--- config.mk ---
export PLATFORM = sky130hd
export DESIGN_NAME = pm_smi_ctrl
export DESIGN_NICKNAME = d
export VERILOG_FILES = /design/src/rtl/pm_smi_pkg.sv /design/src/rtl/pm_cfg_reg.sv /design/src/rtl/pm_smi_timer.sv /design/src/rtl/pm_sleep_gate.sv /design/src/rtl/pm_smi_ctrl.sv
export SDC_FILE = /design/constraint.sdc
export NUM_CORES = 1
export LEC_CHECK = 0
export ABC_AREA = 1
export BUFFER_PORTS_ARGS = -buffer_cell sky130_fd_sc_hd__buf_2
export CORE_UTILIZATION = 35
export DETAILED_ROUTE_END_ITERATION = 10
export PLACE_DENSITY_LB_ADDON = 0.12
export SLEW_MARGIN = 5
export SYNTH_ARGS = -nofsm -noshare
export SYNTH_HDL_FRONTEND = slang
export SYNTH_SLANG_ARGS = --single-unit
--- constraint.sdc ---
create_clock -name clk -period 1.65 [get_ports clk]
set_input_delay 0.2475 -clock clk [delete_from_list [all_inputs] [get_ports clk]]
set_output_delay 0.2475 -clock clk [all_outputs]
set_load 0.1 [all_outputs]
--- src/rtl/pm_smi_pkg.sv ---
package pm_smi_pkg;
  localparam int REG_W      = 16;
  localparam int RATE_LSB   = 0;
  localparam int LOCK_BIT   = 4;
  localparam int SLPEN_BIT  = 5;
  localparam int RSM_BIT    = 9;

  typedef enum logic [2:0] {
    ST_S0 = 3'd0,
    ST_S1 = 3'd1,
    ST_S3 = 3'd3,
    ST_S4 = 3'd4,
    ST_S5 = 3'd5
  } sleep_state_e;

  // Interval length in ticks for a rate code: longest interval halved per step.
  function automatic int unsigned period_ticks(input logic [1:0] rate,
                                               input int unsigned base);
    return base >> rate;
  endfunction

  // Sleep output may rise only in S1.
  function automatic logic sleep_allowed(input logic en, input logic [2:0] st);
    return en && (st == 3'(ST_S1));
  endfunction
endpackage

--- src/rtl/pm_cfg_reg.sv ---
module pm_cfg_reg
  import pm_smi_pkg::*;
(
  input  logic             clk,
  input  logic             core_rst_n,
  input  logic             resume_rst_n,
  input  logic             wr_en,
  input  logic [1:0]       wr_rate,
  input  logic             wr_lock,
  input  logic             wr_slp_en,
  input  logic             gsmi_wr,
  input  logic             gsmi_wdata,
  output logic [1:0]       rate_o,
  output logic             lock_o,
  output logic             slp_en_o,
  output logic             gsmi_en_o,
  output logic             rate_chg_o,
  output logic             gsmi_blocked_o,
  output logic [REG_W-1:0] rd_data_o
);
  logic [1:0] rate_q;
  logic       lock_q;
  logic       slp_q;
  logic       gsmi_q;
  logic       rsm_q;

  assign rate_chg_o     = wr_en && (wr_rate != rate_q);
  assign gsmi_blocked_o = gsmi_wr && lock_q;

  always_ff @(posedge clk or negedge core_rst_n) begin
    if (!core_rst_n) begin
      rate_q <= 2'd0;
      lock_q <= 1'b0;
      slp_q  <= 1'b0;
      gsmi_q <= 1'b0;
    end else begin
      if (wr_en) begin
        rate_q <= wr_rate;
        slp_q  <= wr_slp_en;
        lock_q <= lock_q | wr_lock;
      end
      if (gsmi_wr && !lock_q) begin
        gsmi_q <= gsmi_wdata;
      end
    end
  end

  // Resume-well bit: its own reset, never written.
  always_ff @(posedge clk or negedge resume_rst_n) begin
    if (!resume_rst_n) rsm_q <= 1'b1;
    else               rsm_q <= rsm_q;
  end

  always_comb begin
    rd_data_o                     = '0;
    rd_data_o[RATE_LSB+1:RATE_LSB] = rate_q;
    rd_data_o[LOCK_BIT]           = lock_q;
    rd_data_o[SLPEN_BIT]          = slp_q;
    rd_data_o[RSM_BIT]            = rsm_q;
  end

  assign rate_o    = rate_q;
  assign lock_o    = lock_q;
  assign slp_en_o  = slp_q;
  assign gsmi_en_o = gsmi_q;
endmodule

--- src/rtl/pm_smi_timer.sv ---
module pm_smi_timer
  import pm_smi_pkg::*;
#(
  parameter int unsigned BASE_TICKS = 64
) (
  input  logic       clk,
  input  logic       rst_n,
  input  logic       sec_tick,
  input  logic [1:0] rate,
  input  logic       reload,
  input  logic [1:0] reload_rate,
  input  logic       gsmi_en,
  output logic       expire_o,
  output logic       smi_req_o
);
  localparam int CNT_W = $clog2(BASE_TICKS + 1);

  logic [CNT_W-1:0] cnt_q;
  logic             smi_q;

  assign expire_o = sec_tick && (cnt_q == CNT_W'(1)) && !reload;

  always_ff @(posedge clk or negedge rst_n) begin
    if (!rst_n) begin
      cnt_q <= CNT_W'(period_ticks(2'd0, BASE_TICKS));
      smi_q <= 1'b0;
    end else begin
      smi_q <= expire_o && gsmi_en;
      if (reload)        cnt_q <= CNT_W'(period_ticks(reload_rate, BASE_TICKS));
      else if (expire_o) cnt_q <= CNT_W'(period_ticks(rate, BASE_TICKS));
      else if (sec_tick) cnt_q <= cnt_q - CNT_W'(1);
    end
  end

  assign smi_req_o = smi_q;
endmodule

--- src/rtl/pm_sleep_gate.sv ---
module pm_sleep_gate
  import pm_smi_pkg::*;
(
  input  logic       clk,
  input  logic       rst_n,
  input  logic       slp_en,
  input  logic [2:0] sleep_state,
  output logic       cpu_sleep_o
);
  always_ff @(posedge clk or negedge rst_n) begin
    if (!rst_n) cpu_sleep_o <= 1'b0;
    else        cpu_sleep_o <= sleep_allowed(slp_en, sleep_state);
  end
endmodule

--- src/rtl/pm_smi_ctrl.sv ---
module pm_smi_ctrl
  import pm_smi_pkg::*;
#(
  parameter int unsigned BASE_TICKS = 64
) (
  input  logic        clk,
  input  logic        core_rst_n,
  input  logic        resume_rst_n,
  input  logic        wr_en,
  input  logic [15:0] wr_data,
  output logic [15:0] rd_data,
  input  logic        gsmi_wr,
  input  logic        gsmi_wdata,
  output logic        gsmi_en,
  input  logic        sec_tick,
  input  logic [2:0]  sleep_state,
  output logic        smi_req,
  output logic        cpu_sleep
);
  logic [1:0] rate;
  logic       lock;
  logic       slp_en;
  logic       rate_chg;
  logic       gsmi_blocked;
  logic       expire;
  logic       unused_wr_bits;

  assign unused_wr_bits = ^{wr_data[15:6], wr_data[3:2]};

  pm_cfg_reg u_cfg (
    .clk            (clk),
    .core_rst_n     (core_rst_n),
    .resume_rst_n   (resume_rst_n),
    .wr_en          (wr_en),
    .wr_rate        (wr_data[RATE_LSB+1:RATE_LSB]),
    .wr_lock        (wr_data[LOCK_BIT]),
    .wr_slp_en      (wr_data[SLPEN_BIT]),
    .gsmi_wr        (gsmi_wr),
    .gsmi_wdata     (gsmi_wdata),
    .rate_o         (rate),
    .lock_o         (lock),
    .slp_en_o       (slp_en),
    .gsmi_en_o      (gsmi_en),
    .rate_chg_o     (rate_chg),
    .gsmi_blocked_o (gsmi_blocked),
    .rd_data_o      (rd_data)
  );

  pm_smi_timer #(.BASE_TICKS(BASE_TICKS)) u_tmr (
    .clk         (clk),
    .rst_n       (core_rst_n),
    .sec_tick    (sec_tick),
    .rate        (rate),
    .reload      (rate_chg),
    .reload_rate (wr_data[RATE_LSB+1:RATE_LSB]),
    .gsmi_en     (gsmi_en),
    .expire_o    (expire),
    .smi_req_o   (smi_req)
  );

  pm_sleep_gate u_slp (
    .clk         (clk),
    .rst_n       (core_rst_n),
    .slp_en      (slp_en),
    .sleep_state (sleep_state),
    .cpu_sleep_o (cpu_sleep)
  );
endmodule

Word level (Yosys, flattened, before mapping)
Cells that the tools add are included.
{ "totals": {"out_inout_bits": 19, "inputBits": 26, "register_bits": 14, "word_cells": 26} }
{ "classes": {"reduce_logical": 9, "shift": 2, "bitwise_logic": 1, "eq_ne": 3, "muxes": 3, "addsub": 1} }
{ "ops": {"columns": ["operator", "count"], "rows": [
  ["2-to-1 mux 7 bit", 3],
  [">> shifter 7 x 2 -> 7 bit (first input constant)", 2],
  ["equality test 7 x 1 -> 1 bit (second input constant)", 1],
  ["subtractor 7 x 1 -> 7 bit (second input constant)", 1],
  ["logical AND 1 bit", 6],
  ["equality test 3 x 1 -> 1 bit (second input constant)", 1],
  ["nonzero test 3 bit", 1],
  ["zero test 1 bit", 2],
  ["!= test 2 bit", 1],
  ["OR 1 bit", 1]
]} }

Longest topological paths before layout
Gate-level depths: netlist of run 1.
{ "logic_depth": {"word_depth": 6, "ltp_mapped": 11, "ltp_nobuf": 11} }

By module
A second synthesis of run 1 with hierarchy kept.
{ "hier_totals": {"cells_unflattened": 147, "hier_area_um2": 1037.2} }
{ "modules_own_cells": {"columns": ["module", "instances", "seq_area_each_um2", "cells_per_inst", "area_per_inst_um2"], "rows": [
  ["pm_smi_timer", 1, 201.4, 90, 624.3],
  ["pm_cfg_reg", 1, 125.1, 51, 366.6],
  ["pm_sleep_gate", 1, 25.0, 6, 46.3]
]} }

Worst setup path after synthesis of run 1
OpenSTA, ideal clock, no wires.
{ "synth_timing": {"path_type": "reg-to-reg", "start": "register u_cfg.rate_q[0], in the netlist u_cfg.rate_o[0]", "end": "register u_tmr.cnt_q[4]", "stages_incl_launch_ff": 10, "period_less_slack_ns": 1.871, "setup_time_ns": 0.117, "required_time_ns": 1.533, "t_arrival_ns": 1.754, "path_buffers": 0, "path_slack_ns": -0.221, "cell_sequence": "dfrtp_1 inv_1 nand2_1 nand2_2 nand2_4 nand2_8 nand2_8 nand2_2 nor2_1 nor2_1"} }
{ "synth_via": {"elab_chain_cells": 6, "elab_cells_between_ends": 8, "classes_between": "1 x eq/ne; 1 x shift; 2 x mux; 4 x reduce/logical"} }
{ "synth_lines": {"columns": ["item", "line_no", "rtl"], "rows": [
  ["start: declaration", "pm_cfg_reg.sv:21", "logic [1:0] rate_q;"],
  ["start signal: assignment", "pm_cfg_reg.sv:38", "rate_q <= wr_rate;"],
  ["!= test 2 bit", "pm_cfg_reg.sv:27", "assign rate_chg_o = wr_en && (wr_rate != rate_q);"],
  ["logical AND 1 bit", "pm_cfg_reg.sv:27", null],
  ["zero test 1 bit", "pm_smi_timer.sv:21", "assign expire_o = sec_tick && (cnt_q == CNT_W'(1)) && !reload;"],
  ["logical AND 1 bit", "pm_smi_timer.sv:21", null],
  ["2-to-1 mux 7 bit", "pm_smi_timer.sv:30", "else if (expire_o) cnt_q <= CNT_W'(period_ticks(rate, BASE_TICKS));"],
  ["2-to-1 mux 7 bit", "pm_smi_timer.sv:29", "if (reload) cnt_q <= CNT_W'(period_ticks(reload_rate, BASE_TICKS));"],
  ["end signal: assignment", "pm_smi_timer.sv:29", null],
  ["end signal: assignment", "pm_smi_timer.sv:30", null],
  ["end signal: assignment", "pm_smi_timer.sv:31", "else if (sec_tick) cnt_q <= cnt_q - CNT_W'(1);"],
  ["end: declaration", "pm_smi_timer.sv:18", "logic [CNT_W-1:0] cnt_q;"]
]} }
Several ways; a longest one is shown, not always the timed one.
A chain may end at the register's enable or synchronous reset.

Final worst setup path of run 1
{ "layout_timing": {"start": "register u_tmr.cnt_q[1]", "end": "register u_tmr.cnt_q[3]"} }
{ "layout_via": {"elab_chain_cells": 5, "elab_cells_between_ends": 8, "classes_between": "1 x add/sub; 1 x eq/ne; 3 x mux; 3 x reduce/logical"} }
{ "layout_lines": {"columns": ["item", "line_no", "rtl"], "rows": [
  ["start signal: assignment", "pm_smi_timer.sv:25", "cnt_q <= CNT_W'(period_ticks(2'd0, BASE_TICKS));"],
  ["start signal: assignment", "pm_smi_timer.sv:29", null],
  ["start signal: assignment", "pm_smi_timer.sv:30", null],
  ["parallel branches: the longest is 5 deep, another holds subtractor 7 x 1 -> 7 bit", null, null]
]} }
Several ways; the timed one is not identified. The select of a mux whose other input is x is not followed.

==> summary.md, run 1 <==
| Metric | Value |
|---|---|
| Fillers | 304 |
| GRT met1 Usage | 0.1640 |
| Startpoint Class | flop |
| Synth area leader | dfrtp_1 |
| Ys Warns | 0 |
| Main synth FF type | dfrtp_1 |
| Number of hold buffers added after cts | 1 |
| RSZ-0062 raised after global routing | false |
| Critical Path AT | 1.68 ns |
| Worst-path maximum fanout | 8 |
| First-pass GRT wire length | 3463 um |
| P&R area growth vs syn | 10.63% |
| Setup Buffers After CTS | 0 |
| CP Capture Type | flop |
| Share of the synthesized area in the top cell type | 0.3140 |
| GRT Overall Usage | 0.1388 |
| Leakage | 0.0006265 uW |
| Synth top area cells | dfrtp_1, nand2_1, buf_4, nand3_1, nor2_1 |
| Register bit total from synthesis | 14 |
| Die X | 56.41 um |
| Distinct cells, synth | 24 |
| CTS tree | done |
| Max cap viols | 0 |
| Largest net degree at the start of global routing | 15 |
| Post_cts resized | 0 |
| Met2 Use GR | 0.2449 |
| Hold Vio Cnt, Final | 0 |
| Worst r2r src | u_tmr.cnt_q[1]$_DFFE_PN0P_ |
| Tmin final | 1.500 ns |
| Mapped Avg Cell Area | 7.245 sq um |
| Crit path from | u_tmr.cnt_q[1]$_DFFE_PN0P_ |
| CP peak stage delay | 0.38 ns |
| Via Count | 883 |
| CP Class | flop to flop |
| Initial antenna violation count | 0 |
| Worst EP required | 1.83 ns |
| Max Slew Vio Count | 0 |
| Critical Path Most Common Cell | nand2_1 |
| Vias in the first global route | 808 |
| Layout cells sized above 1 | 0.2901 |
| Via density | 4.575 |
| Total CTS buffers | 3 |
| CORE AREA | 2781 sq um |
| Buffer depth of the longest clock path | 2 |
| PD cells | 1078 nW/um^2 |
| CTS Sinks | 14 |
| Clock skew | 0.006091 ns |
| Grt ovf | 0 |
| WP buf/inv | 2 |
| FF/Latch Area | 354.1 sq um |
| Worst Setup EP | u_tmr.cnt_q[3]$_DFFE_PN0P_ |
| GRT Max-Usage Layer | met2 |
| PortBufs | 19 |
| Reg-to-reg slack, setup | 0.15 ns |
| Die height | 56.41 um |
| Synth cell count leaders | nand2_1, buf_4, nor2_1 |
| Die area | 3182 sq um |
| Setup Viol. Count Final | 0 |
| Setup ws final | 0.1501 ns |
| Max Freq | 0.6667 GHz |
| CP top delay family | simple AND/OR/NAND/NOR gates |
| Gpl congestion | 0.7445 |
| Routed Antenna Nets | 0 |
| Hpwl dp | 1564 um |
| Drt wl/cell | 10.27 um |
| Initial core utilization | 0.3725 |
| Cell count along the critical path | 9 |
| Met3 Track Usage GR | 0.03456 |
| Root buffer cell | clkbuf_4 |
| I/O pin total | 45 |
| Cells after Synth | 143 |
| Critical-path top delay cell | dfrtp_1 |
| Worst-path clk slew | 0.09 ns |
| R2R depth | 9 |
| DP Worst Slack | 0.1540 ns |
| Seq/Total Area, Yosys | 0.3394 |
| Peak VDD IR | 0.0004863 V |
| First-iteration detailed-routing DRC count | 16 |
| Clock H-tree levels | 1 |
| Total Wirelength | 1983 um |
| Post-layout nets | 191 |
| Run status | finished clean |
| Crit-path cells | inv_1 > ha_1 > nand3_1 > nor2_4 > inv_2 > nand2_1 > nand3_1 > nand2_1 > nand2_1 |
| Area occupied by multi-input gates | 540.5 sq um |
| First-pass DRT Iterations | 4 |
| Top-count cell post-synth | nand2_1 |
| Rows | 19 |
| Synth Cell Area | 1036 sq um |
| Setup TNS | 0 ns |
| Min-delay worst type | primary input to flop |
| DRC | 0 |
| EDFF count, synth | 0 |
| Async SR Flop Fraction | 1.000 |
| Ant. Diodes | 0 |
| Crit Reg-Reg Endpoint | u_tmr.cnt_q[3]$_DFFE_PN0P_ |
| Clk_lat worst skew | 0.28 ns |
| Period utilization | 0.9090 |
-- worst min-delay path by stage --
stage | from | endpoint | slack, ns | cells past startpoint
2_1_floorplan | core_rst_n | u_cfg.gsmi_en_o$_DFFE_PN0P_ | -0.05 | 0
3_3_place_gp | core_rst_n | u_cfg.lock_o$_DFFE_PN0P_ | 0.17 | 1
3_5_place_dp | core_rst_n | u_cfg.lock_o$_DFFE_PN0P_ | 0.18 | 1
4_1_cts | sleep_state[2] | u_slp.cpu_sleep_o$_DFF_PN0_ | 0.10 | 2
5_1_grt | sleep_state[2] | u_slp.cpu_sleep_o$_DFF_PN0_ | 0.1 | 2
6_report | sleep_state[2] | u_slp.cpu_sleep_o$_DFF_PN0_ | 0.11 | 2
-- cell usage in the layout, fill, tap and decap left out --
cell / Yosys / final
o21ai_0: 4 / 4
inv_1: 13 / 13
ha_1: 2 / 2
inv_2: 6 / 6
nand3b_1: 1 / 1
dfstp_2: 1 / 1
nand3_1: 13 / 13
clkbuf_4: 0 / 3
nor2_2: 1 / 1
buf_2: 1 / 19
nand2_1: 34 / 34
conb_1: 2 / 12
nor3_1: 1 / 1
a21oi_1: 4 / 4
nand2_4: 1 / 1
nor2_4: 2 / 2
nand2_8: 2 / 2
clkbuf_8: 0 / 1
a31oi_1: 1 / 1
a21oi_2: 3 / 3
nor2_1: 14 / 14
o21ai_1: 2 / 2
dlygate4sd3_1: 0 / 1
nand2_2: 6 / 6
dfrtp_2: 0 / 2
dfrtp_1: 13 / 11
nand4_1: 2 / 2
-- state kept, by name (all words and copies together), names as in the netlist --
| signal | cells |
|---|---|
| u_slp.cpu_sleep_o | 1 |
| u_cfg.lock_o | 1 |
| u_cfg.rate_o | 2 |
| u_tmr.cnt_q | 7 |
| u_cfg.slp_en_o | 1 |
| u_tmr.smi_req_o | 1 |
| u_cfg.gsmi_en_o | 1 |
-- layer usage --
layer	wire length, um	part of all wire
met3	93	0.047
met5	0	0
met1	945	0.48
met2	911	0.46
met4	33	0.017
-- cell families (layout without fill, tap and decap cells) --
group                    after synthesis  after routing  synth area share
flip-flops                            14             14            0.3394
adder cells (fa/ha/maj)                2              2           0.02415
AND/OR/NAND/NOR                       77             77            0.3744
buffers and inverters                 34             43            0.1751
AO/OA/AOI/OAI                         14             14           0.07972
other                                  2             12          0.007249
-- area by class of cell --
cell class	instances	area share
multi-input combinational	105	0.4716
timing repair buffer	20	0.09170
tap	31	0.03384
sequential	14	0.3090
clock buffer	4	0.03166
inverter	19	0.06223
-- report_power, final --
group          internal (uW)  switching [uW]
combinational            139             384
clock                    134             120
sequential               397            61.0
-- metrics by stage --
step | std cells | utilization | area (sq um) | total power (uW) | hold WS [ns]
5_1_grt | 193 | 0.4121 | 1146 | 1329 | 0.09652
3_3_place_gp | 188 | 0.3954 | 1100 | 980.5 | 0.1695
3_5_place_dp | 188 | 0.3954 | 1100 | 990.2 | 0.1757
4_1_cts | 193 | 0.4121 | 1146 | 1252 | 0.1034
2_1_floorplan | 153 | - | 1076 | 919.6 | -0.04809
6_report | 193 | 0.4121 | 1146 | 1235 | 0.1077
No activity file was read; power rests on OpenSTA's default activity.
==> run 2: changes to the inputs <==
CAP_MARGIN = 40   (was unset)
HOLD_SLACK_MARGIN = 0.12   (was unset)
clock period = 1.3 ns   (was 1.65 ns; I/O delays follow)
==> run 2 against run 1 <==
The flow now finishes with violations (setup timing). Sequential power increased by 23%. Combinational power up 86%. Non-clock buffer count grew 25. Die area stayed put. Clock power increased by 26%. Global-route usage is 1.7 points higher. Critical path type unchanged. Critical endpoint is now u_tmr.cnt_q[4]$_DFFE_PN0P_.
==> summary.md, run 2 (synthesis results as in run 1) <==
| Metric | Value |
|---|---|
| Clock skew | 0.01073 ns (+0.004644 ns) |
| Total power | 1855 uW (+50%) |
| Layout cells sized above 1 | 0.4339 (+0.1437) |
| Final Core Density | 0.5457 (+0.1336) |
| First-pass DRT Iterations | 3 (-1) |
| Vias in the first global route | 931 (+15%) |
| Total CTS buffers | 3 (unchanged) |
| Biggest register | u_tmr.cnt_q |
| Crit-path cells | inv_1 > nand3_4 > nor2_4 > buf_4 > a21oi_2 > nor2_1 > nor2_1 > nor2_1 |
| Hold_sp | gsmi_wdata |
| Critical Path AT | 1.52 ns (-0.16 ns) |
| Critical-path top delay cell | dfstp_2 |
| Clock H-tree levels | 1 (unchanged) |
| Run status | complete, but fails checks |
| Worst r2r src | u_tmr.cnt_q[6]$_DFFE_PN1P_ |
| Initial antenna violation count | 0 (unchanged) |
| Grt ovf | 0 (unchanged) |
| CTS Sinks | 14 (unchanged) |
| Fillers | 274 (-9.9%) |
| Hold path depth | 3 (+1) |
| Worst Hold End | u_cfg.gsmi_en_o$_DFFE_PN0P_ |
| Min-delay worst type | primary input to flop |
| Total Wirelength | 2346 um (+18%) |
| Die area | 3182 sq um (unchanged) |
| Via density | 4.509 (-1.4%) |
| Hold Worst Slack | 0.1570 ns (+0.04929 ns) |
| CTS tree | done |
| Reg-to-reg slack, setup | -0.03 ns (-0.18 ns) |
| Startpoint Class | flop |
| Worst-path maximum fanout | 6 (-2) |
| Via Count | 992 (+12%) |
| Routed Antenna Nets | 0 (unchanged) |
| P&R area growth vs syn | 46.50% |
| Leakage | 0.0007897 uW (+26%) |
| Hold Vio Cnt, Final | 0 (unchanged) |
| RSZ-0062 raised after global routing | true |
| Ant. Diodes | 0 (unchanged) |
| Failing checks | setup timing |
| Dpl cell area | 1272 sq um (+16%) |
| Setup ws final | -0.03369 ns (-0.1838 ns) |
| CP peak stage delay | 0.56 ns (+0.18 ns) |
| Gpl congestion | 0.7851 (+5.5%) |
| FF/Latch Area | 359.1 sq um (+1.4%) |
| Initial core utilization | 0.3725 (unchanged) |
| Most frequent cells in the layout | nand2_1, buf_4, nor2_1, buf_2, conb_1 |
| PortBufs | 19 (unchanged) |
| Final non-filler cell area | 1518 sq um (+32%) |
| Max Freq | 0.7498 GHz (+12%) |
| Setup Viol. Count Final | 4 (+4) |
| GRT Overall Usage | 0.1561 (+0.01729) |
| DRC | 0 (unchanged) |
| Hpwl dp | 1677 um (+7.2%) |
| Root buffer cell | clkbuf_4 |
| Post-layout nets | 218 (+14%) |
| First-iteration detailed-routing DRC count | 6 (-10) |
| R2R depth | 8 (-1) |
| Worst-path clk slew | 0.10 ns (about the same) |
| Drt wl/cell | 10.66 um (+3.8%) |
| Period utilization | 1.026 (+0.1169) |
| Max cap viols | 0 (unchanged) |
| Worst EP required | 1.48 ns (-0.35 ns) |
| Die height | 56.41 um (unchanged) |
| Rows | 19 (unchanged) |
| Tmin final | 1.334 ns (-0.1662 ns) |
| CORE AREA | 2781 sq um (unchanged) |
| Max Slew Vio Count | 0 (unchanged) |
| Buffer depth of the longest clock path | 2 (unchanged) |
| Crit Reg-Reg Endpoint | u_tmr.cnt_q[4]$_DFFE_PN0P_ |
| Largest net degree at the start of global routing | 15 (unchanged) |
| Die X | 56.41 um (unchanged) |
| CP Class | flop to flop |
| Peak VDD IR | 0.0006942 V (+43%) |
| Clk_lat worst skew | 0.28 ns (about the same) |
| First-pass GRT wire length | 3884 um (+12%) |
| CP Capture Type | flop |
| Critical Path Most Common Cell | nor2_1 |
| Max reg flops | 7 (unchanged) |
| PD cells | 1222 nW/um^2 (+13%) |
| Area occupied by multi-input gates | 631.9 sq um (+17%) |
| Commonest non-fill, non-tap cell in the layout | nand2_1 |
| I/O pin total | 45 (unchanged) |
## run 2: per-layer routing
metal / up-vias / global-route usage / part of all wire
li1: 516 / - / -
met1: 452 / 0.1823 / 0.44
met2: 22 / 0.2891 / 0.53
met3: 2 / 0.02304 / 0.026
met4: 0 / 0.05226 / 0.0068
met5: - / 0 / 0
## run 2: worst max-delay path, delay by kind of cell, from the launching register on
kind                   cells  cell delay (ns)
buffers and inverters      2             0.21
and+or+nand+nor            5             0.37
DFF                        1             0.56
AOI/OAI and AO/OA          1             0.10
## run 2: layout make-up
class / instances / area share
Multi-Input combinational cell: 107 / 0.4163
Timing Repair Buffer: 45 / 0.2490
Clock buffer: 4 / 0.02391
Inverter: 19 / 0.04864
Sequential cell: 14 / 0.2366
Tap cell: 31 / 0.02556
## run 2: timing repair
item | CTS | global route
pin swaps | 5 | 7
endpoints found under the hold margin | 18 | 0
setup endpoints to repair | 9 | 11
gates cloned | 0 | 2
hold buffers | 7 | 0
gates resized for setup | 6 | 15
buffers inserted | 1 | 4
## run 2: how the worst max path moves through the flow
| stage | start | endpoint | slack (ns) | depth (start not counted) |
|---|---|---|---|---|
| floorplan | u_cfg.rate_o[0]$_DFFE_PN0P_ | u_tmr.cnt_q[3]$_DFFE_PN0P_ | -0.09 | 10 |
| global placement | u_tmr.cnt_q[1]$_DFFE_PN0P_ | u_tmr.cnt_q[3]$_DFFE_PN0P_ | -0.09 | 9 |
| detailed placement | u_tmr.cnt_q[1]$_DFFE_PN0P_ | u_tmr.cnt_q[3]$_DFFE_PN0P_ | -0.11 | 9 |
| CTS | u_tmr.cnt_q[1]$_DFFE_PN0P_ | u_tmr.cnt_q[6]$_DFFE_PN1P_ | -0.06 | 8 |
| global route | u_tmr.cnt_q[1]$_DFFE_PN0P_ | u_tmr.cnt_q[4]$_DFFE_PN0P_ | -0.11 | 9 |
| finish | u_tmr.cnt_q[6]$_DFFE_PN1P_ | u_tmr.cnt_q[4]$_DFFE_PN0P_ | -0.03 | 8 |
## run 2: where the power goes
part	switching, uW	internal [uW]
logic	591	380
registers	56.6	507
clock network	151	170
total	799	1060
## run 2: per-stage QoR
step / setup slack (ns) / setup TNS (ns) / cells
6_report: -0.03369 / -0.08524 / 220
5_1_grt: -0.1093 / -0.4569 / 220
4_1_cts: -0.05689 / -0.1504 / 214
3_5_place_dp: -0.1119 / -0.4231 / 202
3_3_place_gp: -0.09093 / -0.3008 / 202
2_1_floorplan: -0.09024 / -0.4071 / 153
